File: src/rtl/sci_rx_pkg.sv
package sci_rx_pkg;

  typedef enum logic {
    FR_IDLE = 1'b0,
    FR_RECV = 1'b1
  } fr_state_e;

  // two-of-three vote used for the start bit and every data bit
  function automatic logic maj3(input logic a, input logic b, input logic c);
    return (a & b) | (a & c) | (b & c);
  endfunction

  // a break is an all-zero payload closed by a low stop vote
  function automatic logic break_kind(input logic all_zero, input logic stop_v);
    return all_zero & ~stop_v;
  endfunction

endpackage

File: src/rtl/sci_rx_bittimer.sv
module sci_rx_bittimer #(
  parameter int OSR = 16
) (
  input  logic clk,
  input  logic rst_n,
  input  logic tick,
  input  logic rxd,
  input  logic start,
  input  logic run,
  output logic mid_tick,
  output logic bit_end,
  output logic vote
);
  import sci_rx_pkg::*;

  localparam int PW  = $clog2(OSR);
  localparam int MID = OSR / 2;
  localparam logic [PW-1:0] P_A    = PW'(MID - 2);
  localparam logic [PW-1:0] P_B    = PW'(MID - 1);
  localparam logic [PW-1:0] P_C    = PW'(MID);
  localparam logic [PW-1:0] P_LAST = PW'(OSR - 1);

  logic [PW-1:0] ph;
  logic          samp_a, samp_b;

  always_ff @(posedge clk or negedge rst_n) begin
    if (!rst_n) begin
      ph     <= '0;
      samp_a <= 1'b0;
      samp_b <= 1'b0;
    end else if (tick) begin
      if (start) begin
        ph <= PW'(1);
      end else if (run) begin
        ph <= ph + PW'(1);
        if (ph == P_A) samp_a <= rxd;
        if (ph == P_B) samp_b <= rxd;
      end
    end
  end

  assign mid_tick = tick && run && (ph == P_C);
  assign bit_end  = tick && run && (ph == P_LAST);
  assign vote     = maj3(samp_a, samp_b, rxd);

endmodule

File: src/rtl/sci_rx_framer.sv
module sci_rx_framer #(
  parameter int OSR    = 16,
  parameter int DW_MAX = 9
) (
  input  logic              clk,
  input  logic              rst_n,
  input  logic              tick,
  input  logic              rxd,
  input  logic              en,
  input  logic              len9,
  output logic              done,
  output logic [DW_MAX-1:0] word,
  output logic              stop_bit,
  output logic              brk_kind
);
  import sci_rx_pkg::*;

  localparam int IW = $clog2(DW_MAX + 2);

  fr_state_e         state;
  logic [IW-1:0]     bidx;
  logic              line_hi;
  logic [DW_MAX-1:0] word_q;
  logic [IW-1:0]     nbits;
  logic [IW-1:0]     stop_idx;
  logic              busy;
  logic              start_evt;
  logic              mid_tick, bit_end, vote;

  assign busy      = (state == FR_RECV);
  assign nbits     = len9 ? IW'(DW_MAX) : IW'(DW_MAX - 1);
  assign stop_idx  = nbits + IW'(1);
  assign start_evt = en && tick && !busy && line_hi && !rxd;

  sci_rx_bittimer #(.OSR(OSR)) u_timer (
    .clk      (clk),
    .rst_n    (rst_n),
    .tick     (tick),
    .rxd      (rxd),
    .start    (start_evt),
    .run      (busy),
    .mid_tick (mid_tick),
    .bit_end  (bit_end),
    .vote     (vote)
  );

  always_ff @(posedge clk or negedge rst_n) begin
    if (!rst_n) begin
      state   <= FR_IDLE;
      bidx    <= '0;
      line_hi <= 1'b0;
      word_q  <= '0;
    end else if (!en) begin
      state   <= FR_IDLE;
      bidx    <= '0;
      line_hi <= 1'b0;
    end else if (tick) begin
      if (!busy) begin
        line_hi <= rxd;
        if (start_evt) begin
          state  <= FR_RECV;
          bidx   <= '0;
          word_q <= '0;
        end
      end else begin
        if (mid_tick) begin
          if (bidx == '0) begin
            if (vote) begin
              state   <= FR_IDLE;
              line_hi <= 1'b1;
            end
          end else if (bidx == stop_idx) begin
            state   <= FR_IDLE;
            line_hi <= vote;
          end else begin
            for (int i = 0; i < DW_MAX; i++) begin
              if (bidx == IW'(i + 1)) word_q[i] <= vote;
            end
          end
        end
        if (bit_end) bidx <= bidx + IW'(1);
      end
    end
  end

  assign done     = en && mid_tick && (bidx == stop_idx);
  assign word     = word_q;
  assign stop_bit = vote;
  assign brk_kind = break_kind(word_q == '0, vote);

  // a frame begins only after a high sample followed by a low one
  p_start_edge_r2: assert property (@(posedge clk) disable iff (!rst_n)
    $rose(busy) |-> ($past(line_hi) && !$past(rxd) && $past(en)));

  p_idle_when_off_r11: assert property (@(posedge clk) disable iff (!rst_n)
    !en |=> !busy);

  p_done_ends_frame_r3: assert property (@(posedge clk) disable iff (!rst_n)
    done |=> !busy);

endmodule

File: src/rtl/sci_rx_regs.sv
module sci_rx_regs #(
  parameter int DW = 8
) (
  input  logic          clk,
  input  logic          rst_n,
  input  logic          done,
  input  logic [DW:0]   word,
  input  logic          stop_bit,
  input  logic          brk_kind,
  input  logic          len9,
  input  logic          stat_rd,
  input  logic          data_rd,
  output logic [DW-1:0] rx_data,
  output logic          rx_bit9,
  output logic          full,
  output logic          fe,
  output logic          ovr,
  output logic          brk
);

  logic armed;
  logic clr_evt, full_eff, load_evt, ovr_evt;

  assign clr_evt  = data_rd && armed;
  assign full_eff = full && !clr_evt;
  assign load_evt = done && !full_eff;
  assign ovr_evt  = done && full_eff;

  always_ff @(posedge clk or negedge rst_n) begin
    if (!rst_n) begin
      armed   <= 1'b0;
      rx_data <= '0;
      rx_bit9 <= 1'b0;
      full    <= 1'b0;
      fe      <= 1'b0;
      ovr     <= 1'b0;
      brk     <= 1'b0;
    end else begin
      if (stat_rd)      armed <= 1'b1;
      else if (clr_evt) armed <= 1'b0;
      if (clr_evt) begin
        full <= 1'b0;
        fe   <= 1'b0;
        ovr  <= 1'b0;
        brk  <= 1'b0;
      end
      if (ovr_evt) ovr <= 1'b1;
      if (load_evt) begin
        full <= 1'b1;
        if (brk_kind) begin
          rx_data <= '0;
          rx_bit9 <= 1'b0;
          fe      <= 1'b1;
          brk     <= 1'b1;
        end else begin
          rx_data <= word[DW-1:0];
          rx_bit9 <= len9 & word[DW];
          if (!stop_bit) fe <= 1'b1;
        end
      end
    end
  end

  p_brk_effects_r7: assert property (@(posedge clk) disable iff (!rst_n)
    brk |-> (fe && full && rx_data == '0 && !rx_bit9));

  p_ovr_needs_full_r8: assert property (@(posedge clk) disable iff (!rst_n)
    ovr |-> full);

  p_hold_on_overrun_r8: assert property (@(posedge clk) disable iff (!rst_n)
    ovr_evt |=> (ovr && $stable(rx_data) && $stable(rx_bit9) && $stable(brk)));

  p_clear_all_r9: assert property (@(posedge clk) disable iff (!rst_n)
    (clr_evt && !done) |=> (!full && !fe && !ovr && !brk));

endmodule

File: src/rtl/sci_rx_engine.sv
module sci_rx_engine #(
  parameter int OSR       = 16,
  parameter int DATA_BITS = 8
) (
  input  logic                 clk,
  input  logic                 rst_n,
  input  logic                 tick,
  input  logic                 rxd,
  input  logic                 rx_en,
  input  logic                 len9,
  input  logic                 stat_rd,
  input  logic                 data_rd,
  output logic [DATA_BITS-1:0] rx_data,
  output logic                 rx_bit9,
  output logic                 rx_full,
  output logic                 frame_err,
  output logic                 overrun,
  output logic                 brk_flag
);

  localparam int DW_MAX = DATA_BITS + 1;

  logic              fr_done;
  logic [DW_MAX-1:0] fr_word;
  logic              fr_stop;
  logic              fr_brk;

  sci_rx_framer #(.OSR(OSR), .DW_MAX(DW_MAX)) u_framer (
    .clk      (clk),
    .rst_n    (rst_n),
    .tick     (tick),
    .rxd      (rxd),
    .en       (rx_en),
    .len9     (len9),
    .done     (fr_done),
    .word     (fr_word),
    .stop_bit (fr_stop),
    .brk_kind (fr_brk)
  );

  sci_rx_regs #(.DW(DATA_BITS)) u_regs (
    .clk      (clk),
    .rst_n    (rst_n),
    .done     (fr_done),
    .word     (fr_word),
    .stop_bit (fr_stop),
    .brk_kind (fr_brk),
    .len9     (len9),
    .stat_rd  (stat_rd),
    .data_rd  (data_rd),
    .rx_data  (rx_data),
    .rx_bit9  (rx_bit9),
    .full     (rx_full),
    .fe       (frame_err),
    .ovr      (overrun),
    .brk      (brk_flag)
  );

endmodule

File: config.mk
export PLATFORM = sky130hd
export DESIGN_NAME = sci_rx_engine
export DESIGN_NICKNAME = d
export VERILOG_FILES = /design/src/rtl/sci_rx_pkg.sv /design/src/rtl/sci_rx_bittimer.sv /design/src/rtl/sci_rx_framer.sv /design/src/rtl/sci_rx_regs.sv /design/src/rtl/sci_rx_engine.sv
export SDC_FILE = /design/constraint.sdc
export NUM_CORES = 1
export LEC_CHECK = 0
export BUFFER_PORTS_ARGS = -buffer_cell sky130_fd_sc_hd__buf_4
export CAP_MARGIN = 20
export CORE_UTILIZATION = 62
export CTS_CLUSTER_DIAMETER = 30
export CTS_CLUSTER_SIZE = 20
export DETAILED_ROUTE_END_ITERATION = 16
export GPL_ROUTABILITY_DRIVEN = 0
export PLACE_DENSITY = 0.84
export SLEW_MARGIN = 20
export SYNTH_ARGS = -nofsm -noshare
export SYNTH_HDL_FRONTEND = slang
export SYNTH_SLANG_ARGS = --single-unit
export TNS_END_PERCENT = 10
File: constraint.sdc
create_clock -name clk -period 4.7 [get_ports clk]
set_input_delay 0.235 -clock clk [delete_from_list [all_inputs] [get_ports clk]]
set_output_delay 0.235 -clock clk [all_outputs]
set_load 0.1 [all_outputs]
# Word-level counts from Yosys, hierarchy flattened
# Cells that the tools add are included.
[classes]
order_cmp = 0
shifts = 0
bitwise = 9
div_mod_pow = 0
muxes = 50
addsub = 3
reduce_logical = 37
mul = 0
n_eq_ne = 32
[op_table]
columns = ["op", "count"]
rows = [
  ["7-bit AND reduction", 9],
  ["9-bit 2-to-1 mux", 5],
  ["1-bit 2-to-1 mux", 37],
  ["4-bit 2-to-1 mux", 7],
  ["2-bit inequality test, second input constant", 13],
  ["4-bit by 3-bit == test with 1-bit output, second input constant", 6],
  ["4-bit == test, second input constant", 4],
  ["1-bit logical AND", 13],
  ["4-bit by 1-bit adder with 4-bit output, second input constant", 3],
  ["4-bit AND reduction", 3],
  ["9-bit logical NOT", 1],
  ["4-bit by 2-bit == test with 1-bit output, second input constant", 2],
  ["8-bit 2-to-1 mux", 1],
  ["4-bit inequality test, second input constant", 2],
  ["2-bit nonzero test", 4],
  ["3-bit inequality test, second input constant", 2],
  ["1-bit bitwise AND", 5],
  ["4-bit by 1-bit == test with 1-bit output, second input constant", 1],
  ["4-bit == test", 1],
  ["1-bit logical NOT", 4],
  ["4-bit logical NOT", 1],
  ["3-bit by 1-bit inequality test with 1-bit output, second input constant", 1],
  ["3-bit AND reduction", 1],
  ["1-bit inverter", 2],
  ["2 further kinds", 3],
]
[totals]
mem_bits_ro = 0
wordCells = 153
latchBits = 0
input_bits = 8
reg_bits = 35
mem_count = 0
ram_bits = 0
output_inout_bits = 13

# Depth between registers and ports, before layout
# Gate-level depths: netlist of run 1.
[logic_depth]
depth_word = 9
ltp_mapped = 7
depth_no_buf = 6

# Modules after synthesis
# From an unflattened synthesis of run 1, not the netlist that was laid out.
[unflattened]
cells_unflattened = 205
hier_area_um2 = 2085.8
[modules_own_cells]
columns = ["module", "n_inst", "cells_per_inst", "seq_area_each_um2", "area_each_um2"]
rows = [
  ["sci_rx_framer", 1, 122, 375.4, 1046.0],
  ["sci_rx_regs", 1, 46, 350.3, 661.9],
  ["sci_rx_bittimer", 1, 37, 150.1, 377.9],
]

# Worst setup path after synthesis of run 1
# Ideal clock, no wire load.
[synth_timing]
path_kind = "register to register"
start = "reg u_regs.full"
end = "reg u_regs.rx_data[0]"
slack_ns = 2.865
path_stages_with_launch = 5
arrival_time_ns = 1.710
setup_ns = 0.125
t_required_ns = 4.575
period_less_slack_ns = 1.835
path_cell_list = "dfrtp_1 -> nand2_1 -> nand4_1 -> buf_4 -> mux2_4"
[synth_via]
elab_chain_len = 3
[synth_rtl]
columns = ["item", "line", "source"]
rows = [
  ["from (decl)", "sci_rx_regs.sv:15", "output logic full,"],
  ["from (signal assigned)", "sci_rx_regs.sv:34", "full <= 1'b0;"],
  ["from (signal assigned)", "sci_rx_regs.sv:42", "full <= 1'b0;"],
  ["from (signal assigned)", "sci_rx_regs.sv:49", "full <= 1'b1;"],
  ["1-bit logical AND", "sci_rx_regs.sv:25", "assign full_eff = full && !clr_evt;"],
  ["1-bit logical NOT", "sci_rx_regs.sv:26", "assign load_evt = done && !full_eff;"],
  ["1-bit logical AND", "sci_rx_regs.sv:26", ""],
  ["to (signal assigned)", "sci_rx_regs.sv:56", "rx_data <= word[DW-1:0];"],
  ["to (decl)", "sci_rx_regs.sv:13", "output logic [DW-1:0] rx_data,"],
]
# Every way passes these cells.
# A chain may end at the register's enable or synchronous reset.

# Worst setup path after layout of run 1
[layout_timing]
start = "reg u_framer.u_timer.ph[0]"
end = "reg u_regs.rx_data[1]"
[layout_via]
elab_chain_len = 5
[layout_rtl]
columns = ["item", "line", "source"]
rows = [
  ["from (decl)", "sci_rx_bittimer.sv:23", "logic [PW-1:0] ph;"],
  ["from (signal assigned)", "sci_rx_bittimer.sv:35", "ph <= ph + PW'(1);"],
  ["4-bit == test", "sci_rx_bittimer.sv:42", "assign mid_tick = tick && run && (ph == P_C);"],
  ["1-bit logical AND", "sci_rx_bittimer.sv:42", ""],
  ["1-bit logical AND (2 in series)", "sci_rx_framer.sv:86", "assign done = en && mid_tick && (bidx == stop_idx);"],
  ["1-bit logical AND", "sci_rx_regs.sv:26", ""],
]
# Every way passes these cells.

==> run metrics, run 1 <==
outcome finished with violations; failing checks DRC; hpwl dp 3100 microns; final design utilization 76.9%; Fin. Hold Viols 0; worst hold path type in -> reg; register area 876 sq um; final setup vio count 0; Mean Syn Cell Area 10.7 sq um; switch share 26.2%; Crit path required time 4.92 ns; Area contributors post-synth dfrtp_1, mux2_4, ha_1, nand2_1, mux2_2; crit path kind reg -> reg; # rows 19; Clock Pin Slew Worst Setup and Hold Paths 0.11 ns; synth unique cells 55; FF+latch count, synth 35; fill cell count 203; via count 1,521; TritonCTS clock tree built; post-CTS setup buffer count 0; Port Buf Inserts 20; Max-cap violations 0; core area 2850 sq um; initial antenna violation count 0; Max stage delay on crit path 0.61 ns; Worst Path Max Fanout 11; P&R area growth vs syn 13.1%; Clock Skew 0.00973 ns; DRC Markers 3; post-CTS sizing 0; Seq pwr share 52.0%; vias per cell 6.50; GRT Overall Usage 28.1%; Max stage delay cell, worst path nand4_1; routed wire length 4230 microns; WL/cell 18.1 microns; fin nets 217; share of layout cells above drive strength 1 25.1%; Mapped Area 1940 sq um; Arr. time, crit path 2.65 ns; Post-synth top flop dfrtp_1; Synth top area share 45.1%; multi-input logic area 996 sq um; I/O pins 21; P_int 0.476 mW; clock network power share 35.6%; Comb power frac 12.5%; TNS Setup 0 ns; DR iter-0 viols 66; total CTS buffers 5; RSZ-0062 raised after global routing no; register area share after synthesis 45.1%; Rel. slew slack 46.8%; post-synthesis cell count 181; die width 57.9 microns; Clk Latency, worst-skew pair 0.34 ns; Final Max Slew Viols 0; maximum vdd drop 243 uV; Sink Count 35; first-pass GRT wire length 7030 microns; Psw 0.169 mW; H-Tree Depth 2; critical path capture point type flop; Post-synth EDFFs 0; Syn Nets 196; Starting Density 68.0%; post-synth top area cell dfrtp_1; minimum clock period 2.43 ns; type of origin of the critical path flop; DRT antenna net count 0; vias in the first global route 1,516; n_diodes 0; Pleak 1.11 nW; Async SR Flop Fraction 100%; f_max 412 MHz; TritonRoute pass-1 iters 10; cell area power density 294 nW/um^2; YS warnings 0; Tightest Pin Transition 0.787 ns; Die H 57.9 microns; Tcrit/Tclk final 51.6%; commonest non-fill, non-tap cell in the layout dfrtp_1; GR Overflow Total 0; cts hold-fix bufs 1; largest net degree at the start of global routing 36; clk buf depth 2; most frequent cells in the layout dfrtp_1, nand2_1, buf_4, o21ai_0; CTS root buf clkbuf_4; CP cell instances inv_1, ha_1, nand4b_4, nor3_4, nand4_1, mux2_4; die area 3360 sq um
## synthesized netlist by cell type (5+ instances only)
library cell	number
clkbuf_1	5
dfrtp_1	35
ha_1	7
inv_1	9
mux2_2	6
mux2_4	7
nand2_1	21
nand3_1	6
nor2_1	9
o21ai_0	11
## cell type report
type | instances | area share, %
multi-input combinational | 129 | 45.4
sequential | 35 | 39.9
timing repair buffer | 21 | 7.30
clock buffer | 6 | 2.34
tap | 31 | 1.77
inverter | 10 | 1.71
clock inverter | 2 | 1.60
## registers in the layout (all words and copies together), names as in the netlist
register,cells
u_framer.word,9
u_regs.rx_data,8
u_framer.bidx,4
u_framer.u_timer.ph,4
u_framer.busy,1
u_framer.line_hi,1
u_framer.u_timer.samp_a,1
u_framer.u_timer.samp_b,1
u_regs.armed,1
u_regs.brk,1
u_regs.fe,1
u_regs.full,1
u_regs.ovr,1
u_regs.rx_bit9,1
## kinds of logic (layout without fill, tap and decap cells)
kind of cell             after synthesis  in the layout  synth area share, %
AND/OR/NAND/NOR                       65             65                 19.9
AO/OA/AOI/OAI                         38             38                 15.2
flip-flops                            35             35                 45.1
buffers and inverters                 17             39                 3.55
multiplexers                          15             15                 9.93
adder cells (fa/ha/maj)                8              8                 5.03
XOR/XNOR                               3              3                 1.35
## routing by layer
layer	global-route usage (%)	vias up	share of wire [%]
li1	-	703	-
met1	32.3	750	41
met2	50.1	52	51
met3	6.47	16	4.6
met4	11.6	0	3.0
met5	0	-	0
## worst max-delay path: cells and delay by family (launching register included)
kind	cells	cell delay, ns
muxes	1	0.51
buffers and inverters	1	0.11
and+or+nand+nor	3	1.04
DFF	1	0.45
adders and majority gates	1	0.20
## power groups by stage
stage	registers [mW]	clock network (mW)	logic [mW]
finish	0.335	0.229	0.0804
global route	0.337	0.246	0.0883
CTS	0.334	0.232	0.0803
detailed placement	0.340	0	0.0787
global placement	0.337	0	0.0740
floorplan	0.334	0	0.0556
## final timing paths
| check | start | endpoint | slack, ns | cells past startpoint |
|---|---|---|---|---|
| worst max-delay path | u_framer.u_timer.ph[0] | u_regs.rx_data[1] | 2.27 | 6 |
| worst min-delay path | stat_rd | u_regs.armed | 0.08 | 2 |
| worst max register to register | u_framer.u_timer.ph[0] | u_regs.rx_data[1] | 2.27 | 6 |
| worst min register to register | u_regs.armed | u_regs.ovr | 0.49 | 1 |
| max in group asynchronous | rst_n | u_regs.armed | 4.03 | 2 |
| min in group asynchronous | rst_n | u_regs.rx_data[6] | 0.37 | 2 |
## stage by stage
stage / cell area, sq um / hold slack, ns / instances / power, mW / setup WS (ns)
after floorplan: 1940 / -0.0606 / 181 / 0.390 / 2.86
after global placement: 2100 / 0.198 / 225 / 0.411 / 2.41
after detailed placement: 2100 / 0.209 / 225 / 0.419 / 2.29
after CTS: 2190 / 0.0722 / 234 / 0.647 / 2.28
after global routing: 2190 / 0.0718 / 234 / 0.671 / 2.15
final: 2190 / 0.0839 / 234 / 0.644 / 2.27
(Power assumes the default switching activity.)
==> inputs of run 2 (changes only) <==
--- a/config.mk
+++ b/config.mk
@@ -7,12 +7,12 @@
 export LEC_CHECK = 0
 export BUFFER_PORTS_ARGS = -buffer_cell sky130_fd_sc_hd__buf_4
 export CAP_MARGIN = 20
-export CORE_UTILIZATION = 62
+export CORE_UTILIZATION = 52
 export CTS_CLUSTER_DIAMETER = 30
 export CTS_CLUSTER_SIZE = 20
 export DETAILED_ROUTE_END_ITERATION = 16
 export GPL_ROUTABILITY_DRIVEN = 0
-export PLACE_DENSITY = 0.84
+export PLACE_DENSITY = 0.75
 export SLEW_MARGIN = 20
 export SYNTH_ARGS = -nofsm -noshare
 export SYNTH_HDL_FRONTEND = slang
==> constraint.sdc (replaced) <==
create_clock -name clk -period 2.15 [get_ports clk]
set_input_delay 0.1075 -clock clk [delete_from_list [all_inputs] [get_ports clk]]
set_output_delay 0.1075 -clock clk [all_outputs]
set_load 0.1 [all_outputs]
==> run metrics, run 2 (synthesis gave the netlist of run 1 again) <==
outcome finished clean; commonest non-fill, non-tap cell in the layout dfrtp_1; Arr. time, crit path 2.13 ns; total CTS buffers 5; vias in the first global route 1,469; maximum vdd drop 425 uV; RR Startpoint u_framer.bidx[1]; DRC Markers 0; placed instance area 2130 sq um; I/O pins 21; # rows 21; DP Worst Slack 0.215 ns; vias per cell 5.92; CP bufs+invs 1; RSZ-0062 raised after global routing no; type of origin of the critical path flop; die area 3980 sq um; GR Overflow Total 0; TritonCTS clock tree built; Sink Count 35; Largest delay share family, worst path simple AND/OR/NAND/NOR gates; Final Cell Area 2240 sq um; Max-cap violations 0; Crit path required time 2.33 ns; Max stage delay cell, worst path nor4b_1; n_diodes 0; TritonRoute pass-1 iters 4; Tightest Pin Transition 0.584 ns; Hold Startpoint data_rd; DRT antenna net count 0; H-Tree Depth 2; CP cell instances inv_1, ha_1, nor2_1, nor4b_1, a31oi_1, a21o_1; fin nets 220; via count 1,491; CTS root buf clkbuf_8; hpwl dp 2920 microns; Clock Pin Slew Worst Setup and Hold Paths 0.07 ns; flip-flop count of the largest register after layout 9; f_max 514 MHz; crit path kind reg -> reg; first-pass GRT wire length 6900 microns; Max stage delay on crit path 0.50 ns; Fin. Hold Viols 0; post-CTS sizing 0; TNS Setup 0 ns; Die H 63.1 microns; core area 3440 sq um; Port Buf Inserts 20; Worst Path Max Fanout 7; Rel. slew slack 60.5%; minimum clock period 1.95 ns; cell area power density 607 nW/um^2; Starting Density 56.4%; routed wire length 3940 microns; Critical Path Source u_framer.bidx[1]; WHS Path Cells 2; worst reg2reg path depth 6; Final WS setup 0.204 ns; share of layout cells above drive strength 1 25.2%; most frequent cells in the layout dfrtp_1, buf_4, nand2_1, o21ai_0; clk buf depth 2; Final Max Slew Viols 0; die width 63.1 microns; GRT Overall Usage 22.7%; post-CTS setup buffer count 0; final setup vio count 0; DR iter-0 viols 134; worst hold path type in -> reg; WL/cell 15.6 microns; initial antenna violation count 0; Tcrit/Tclk final 90.5%; Clock Skew 0.00946 ns; critical path capture point type flop; Clk Latency, worst-skew pair 0.29 ns; P&R area growth vs syn 15.3%; CP Depth 6; largest net degree at the start of global routing 36; Pleak 1.12 nW
[run 2: cell type report]
class / count / area (sq um)
clock buffer: 6 / 72.6
clock inverter: 2 / 12.5
fill: 262 / 1200
inverter: 10 / 37.5
multi-input combinational: 129 / 996
sequential: 35 / 876
tap: 46 / 57.6
timing repair buffer: 24 / 185
[run 2: path summary, 6_finish.rpt]
path                               endpoint  slack [ns]
max in group asynchronous  u_framer.word[3]        1.53
setup / recovery           u_framer.word[2]        0.20
hold reg to reg                   u_regs.fe        0.50
min in group asynchronous      u_regs.armed        0.30
hold / removal                   u_regs.ovr        0.01
setup reg to reg           u_framer.word[2]        0.20
[run 2: power breakdown]
group | total, mW | switching [mW] | internal, mW
Sequential | 0.731 | 0.0430 | 0.688
Clock | 0.455 | 0.229 | 0.226
Combinational | 0.172 | 0.0926 | 0.0793
[run 2: routing by layer]
layer | track usage (%) | share of wire, % | vias to the layer above
li1 | - | - | 705
met1 | 29.9 | 47 | 739
met2 | 35.9 | 48 | 43
met3 | 6.34 | 4.8 | 4
met4 | 7.27 | 0.74 | 0
met5 | 0 | 0 | -
[run 2: worst reg2reg max path, delay by kind of cell, from the launching register on]
kind            cells  cell delay, ns
compound gates      2            0.35
fa+ha+maj           1            0.28
buf+inv             1            0.14
flops               1            0.48
simple gates        2            0.60
[run 2: repair_timing]
action,CTS,global route
endpoints found under the hold margin,36,0
hold buffers,2,0
setup endpoints to repair,0,0
[run 2: through the flow]
step           std cells  utilization, %  hold slack, ns  total power [mW]
3_5_place_dp         242            61.9          0.0815             0.913
5_1_grt              252            65.0         0.00708              1.43
3_3_place_gp         242            61.9          0.0747             0.899
4_1_cts              252            65.0         0.00938              1.37
2_1_floorplan        181               -          -0.188             0.853
6_report             252            65.0         0.00962              1.36
